--- src/rtl/desc_cond_eval.sv ---
module desc_cond_eval #(
  parameter int CMD_W    = 16,
  parameter int SEL_W    = 32,
  parameter int STAT_W   = 8,
  parameter int CMP_W    = 4,
  parameter int MASK_LSB = 16
) (
  input  logic              clk,
  input  logic              rst_n,
  input  logic              eval,
  input  logic [CMD_W-1:0]  cmd_word,
  input  logic [SEL_W-1:0]  int_sel,
  input  logic [SEL_W-1:0]  br_sel,
  input  logic [SEL_W-1:0]  wait_sel,
  input  logic [STAT_W-1:0] dev_status,
  output logic              irq_pulse,
  output logic              branch_take,
  output logic              wait_hold
);
  localparam int WAIT_LSB = 0;
  localparam int BR_LSB   = 2;
  localparam int INT_LSB  = 4;

  function automatic logic cond_hit(input logic [SEL_W-1:0] sel,
                                    input logic [CMP_W-1:0] stat);
    logic [CMP_W-1:0] m;
    m = sel[MASK_LSB +: CMP_W];
    return ((stat ^ sel[CMP_W-1:0]) & m) == '0;
  endfunction

  function automatic logic acts(input logic [1:0] mode, input logic hit);
    case (mode)
      2'b00:   return 1'b0;
      2'b01:   return hit;
      2'b10:   return !hit;
      default: return 1'b1;
    endcase
  endfunction

  logic [CMP_W-1:0] stat_lo;
  logic int_do, br_do, wait_do;

  assign stat_lo = dev_status[CMP_W-1:0];
  assign int_do  = acts(cmd_word[INT_LSB +: 2],  cond_hit(int_sel,  stat_lo));
  assign br_do   = acts(cmd_word[BR_LSB +: 2],   cond_hit(br_sel,   stat_lo));
  assign wait_do = acts(cmd_word[WAIT_LSB +: 2], cond_hit(wait_sel, stat_lo));

  assign irq_pulse = eval && int_do;

  always_ff @(posedge clk or negedge rst_n) begin
    if (!rst_n) begin
      branch_take <= 1'b0;
      wait_hold   <= 1'b0;
    end else if (eval) begin
      branch_take <= br_do;
      wait_hold   <= wait_do;
    end
  end

  logic unused_bits;
  assign unused_bits = ^{cmd_word, int_sel, br_sel, wait_sel, dev_status};
endmodule


--- config.mk ---
export PLATFORM = sky130hd
export DESIGN_NAME = desc_cond_eval
export DESIGN_NICKNAME = d
export VERILOG_FILES = /design/src/rtl/desc_cond_eval.sv
export SDC_FILE = /design/constraint.sdc
export NUM_CORES = 1
export LEC_CHECK = 0
export CAP_MARGIN = 0
export CORE_AREA = 2 2 48 72
export CTS_CLUSTER_SIZE = 8
export DETAILED_ROUTE_END_ITERATION = 6
export DIE_AREA = 0 0 50 74
export PLACE_DENSITY = 0.8
export SLEW_MARGIN = 10
export SYNTH_ARGS = -nofsm -noshare
export SYNTH_HDL_FRONTEND = slang
export SYNTH_SLANG_ARGS = --single-unit
--- constraint.sdc ---
create_clock -name clk -period 0.95 [get_ports clk]
set_input_delay 0.095 -clock clk [delete_from_list [all_inputs] [get_ports clk]]
set_output_delay 0.095 -clock clk [all_outputs]
set_load 0.01 [all_outputs]
* Word level (Yosys, flattened, before mapping) *
Index checks and enable logic that the tools add are counted.

storage, ports and cells
  bits in registers = 2
  input bits = 123
  output and inout bits = 3
  logic and storage cells = 27

operators by class
  eq/ne operators = 6
  mux-type cells = 3
  bitwise logic cells = 6
  reduce and logical (&&, ||, !) cells = 10

operator list
  operator              count
  $and A4 B4 Y4         3
  $logic_not A4 Y1      3
  $xor A4 B4 Y4         3
  $pmux W1 S3           3
  $eq A2 B1 Y1 const B  3
  $eq A2 B2 Y1 const B  3
  $logic_not A2 Y1      3
  $logic_not A1 Y1      3
  $logic_and A1 B1 Y1   1

* Logic depth before layout (Yosys ltp) *
  depth after elaboration = 6
  mapped depth = 4
  mapped depth without buffers = 4

* Worst setup path before layout *
Ideal clock, no wire load.

  kind = register to register
  from = register, netlist name branch_take
  to = register branch_take
  library setup time = 131 ps
  arrival = 865 ps
  data required time = 819 ps
  setup slack = -47 ps
  stages on the path, launching flop included = 3
  buffers on the path = 0
  clock period less this slack = 997 ps
  path through = dfrtp_1 -> nor2b_1 -> or3b_1

RTL lines
  what                  RTL line  source
  end signal, assigned  55        branch_take <= br_do;
  end, declared         17        output logic branch_take,

* Worst setup path in the final report *
  from = input port dev_status[2]
  to = output port irq_pulse

on the way
  word-level cells in the longest chain between the ends = 6

ends and longest elaborated chain
  what                   RTL line  source
  start, declared        15        input logic [STAT_W-1:0] dev_status,
  $xor A4 B4 Y4 *        28        return ((stat ^ sel[CMP_W-1:0]) & m) == '0;
  $and A4 B4 Y4 *        28
  $logic_not A4 Y1 *     28
  $logic_not A1 Y1       35        2'b10: return !hit;
  $pmux W1 S3 *          32        case (mode)
  $logic_and A1 B1 Y1 *  48        assign irq_pulse = eval && int_do;
  end, declared          16        output logic irq_pulse,

Mark *: on every way between the ends. The rest lies on a longest branch, timed or not.

==> reports/metrics.yaml <==
status:
  status: "complete, but fails checks"
  violations: "setup timing"
clocking:
  cts_hold_buf: 0
  cts_buffers: 3
  cts_max_level: 1
  cts_tree: "done"
  clk_latency_ns: 0.21
  cts_buffer_depth: 2
  cts-root-buf: "clkbuf_8"
  numClockSinks: 2
  postCtsSetupBuffers: 0
  clk_pin_slew_ns: 0.03
place:
  placed_cells: 117
  routabilityCongestion: 0.599
  port_buffers: 39
floorplan:
  ioPinCount: 126
  core_area_um2: 3100
  rows: 25
  die_w_um: 50
  dieArea_um2: 3700
  fp.dieH_um: 74
  start_util: 0.0941
yosys:
  synth_cells: 33
  yosysWarnings: 0
  synth_compound_area_frac: 0.275
  syn_area_um2: 292
  synth_seq_cells: 2
  synthXorXnorAreaFrac: 0.361
  synth.area.top_cells: "xor2_1 (36%), dfrtp_1 (17%), a22oi_1 (10%)"
  synth_nets: 156
  synth_top_area_share: 0.361
  synth_top_family_by_area: "XOR/XNOR gates"
  yosysTopAreaCell: "xor2_1"
  muxShareOfSynthArea: 0
  synthAdderAreaFrac: 0
  yosys.area_share.simple: 0.193
  synth.distinct_cells: 12
  ys_seq_area_frac: 0.172
  synth.avg_cell_area_um2: 8.83
drt:
  drtIter0Drc: 0
  avgRoutedWirePerCell_um: 10.0
  ant_nets: 0
  first_pass_iters: 1
  drc_errors: 0
  maxUsedRoutingLayer: "met3"
  wl_met3_um: 134
  met1_length_um: 428
  wl_mm: 1.20
  via_count: 427
  met2_length_um: 637
  avgViaCountPerCell: 3.56
sta:
  post-route-worst-setup-slack_ns: -0.0954
  timing.final.max_slew_violations: 0
  fmax_mhz: 957
  period_minus_slack_ns: 1.05
  hold_ws_ns: 0.0537
  final-setup-viol-count: 3
  final.period_utilization: 1.10
  slew_headroom: 0.870
  tightest_slew_ns: 0.195
  finClkSkew_ns: 0
  grt_setup_unrepaired: "yes"
  hold_viol: 0
finish:
  final_common_cell: "dlygate4sd2_1"
  stdcell_count: 120
  drive_gt1_frac: 0.400
  layout.cells.most_common_list: "dlygate4sd2_1 (12), xor2_1 (7), clkdlybuf4s50_1 (7), buf_6 (7)"
  fill_cells: 336
  multi_input_comb_area_um2: 303
  antenna_cells: 0
  regArea_um2: 50.0
  layout.nets: 205
  syn2layout_area_growth_pct: 191
critical_path:
  crit_path_start_kind: "input pin"
  worst_r2r_endpoint: "branch_take"
  worstPathMaxFanout: 2
  criticalPathCategory: "in -> out"
  reg2reg_slack_ns: -0.03
  r2r-start: "branch_take"
  critPathRequiredTime_ns: 0.85
  r2r_cells: 2
  crit_arrival_ns: 0.95
  critPathCaptureType: "output pin"
global_routing:
  grt_max_degree: 7
  grt_overflow: 0
  grt.total_usage: 0.0698
  antenna_found_initial: 0
  grt_pass1_wl_mm: 1.96
  grt_pass1_vias: 501
pwr:
  p_per_area_nw_per_um2: 897
  peakVddDrop_uv: 332
  p_total_mw: 0.762
  p_leak_nw: 0.391
hold_path:
  hold_path_class: "in -> async"
run:
  cap_violations: 0
==> through the flow <==
step | setup TNS [ns] | area [um^2] | utilization | setup WS (ns)
floorplan | -0.0761 | 292 | - | -0.0399
global placement | -2.34 | 769 | 0.248 | -0.898
detailed placement | -2.42 | 769 | 0.248 | -0.903
CTS | -0.403 | 817 | 0.264 | -0.197
global route | -0.425 | 850 | 0.274 | -0.151
finish | -0.263 | 850 | 0.274 | -0.0954
==> registers in the layout (all words and copies together), names as in the netlist <==
signal,flops
wait_hold,1
branch_take,1
==> per-layer routing <==
metal  up-vias  track usage
met2        33        0.124
li1        213            -
met1       181       0.0748
met3         0       0.0301
met4         0       0.0185
met5         -            0
==> timing repair <==
item                                   4_1_cts  5_1_grt
gates resized for setup                     67       23
pin swaps                                   19       16
endpoints found under the hold margin        0        0
setup endpoints to repair                    5        4
==> Yosys cell counts (all sizes together) <==
cell type	number
nand2	2
a21oi	2
nand4	2
o21a	1
dfrtp	2
or3b	2
a21boi	1
nor2b	2
xor2	12
and3	1
a22oi	6
==> cells by family after synthesis <==
group / count (synthesis)
compound gates: 10
xor+xnor: 12
flops: 2
simple gates: 9
==> area by class of cell <==
type,instances,share of cell area
clock buffer,3,0.0486
tap,40,0.0589
timing repair buffer,44,0.477
sequential,2,0.0589
multi-input combinational,31,0.356
==> worst max-delay path: stages <==
cell and delay, ns:
buf_8 0.10, xor2_2 0.17, a22oi_2 0.19, and3_1 0.17, o21a_1 0.11, buf_2 0.12
==> power by group <==
group	leakage [nW]	internal, mW	switching, mW
clock network	0.0216	0.268	0.0632
registers	0.0245	0.0993	0.00626
logic	0.344	0.206	0.121
total	0.391	0.573	0.190
==> worst max-delay path by stage <==
stage | from | end | cells after the start
floorplan | wait_sel[2] | wait_hold | 4
global placement | dev_status[3] | irq_pulse | 6
detailed placement | dev_status[2] | irq_pulse | 6
CTS | int_sel[3] | irq_pulse | 6
global route | int_sel[3] | irq_pulse | 6
finish | dev_status[2] | irq_pulse | 6
No activity file was read; power rests on OpenSTA's default activity.
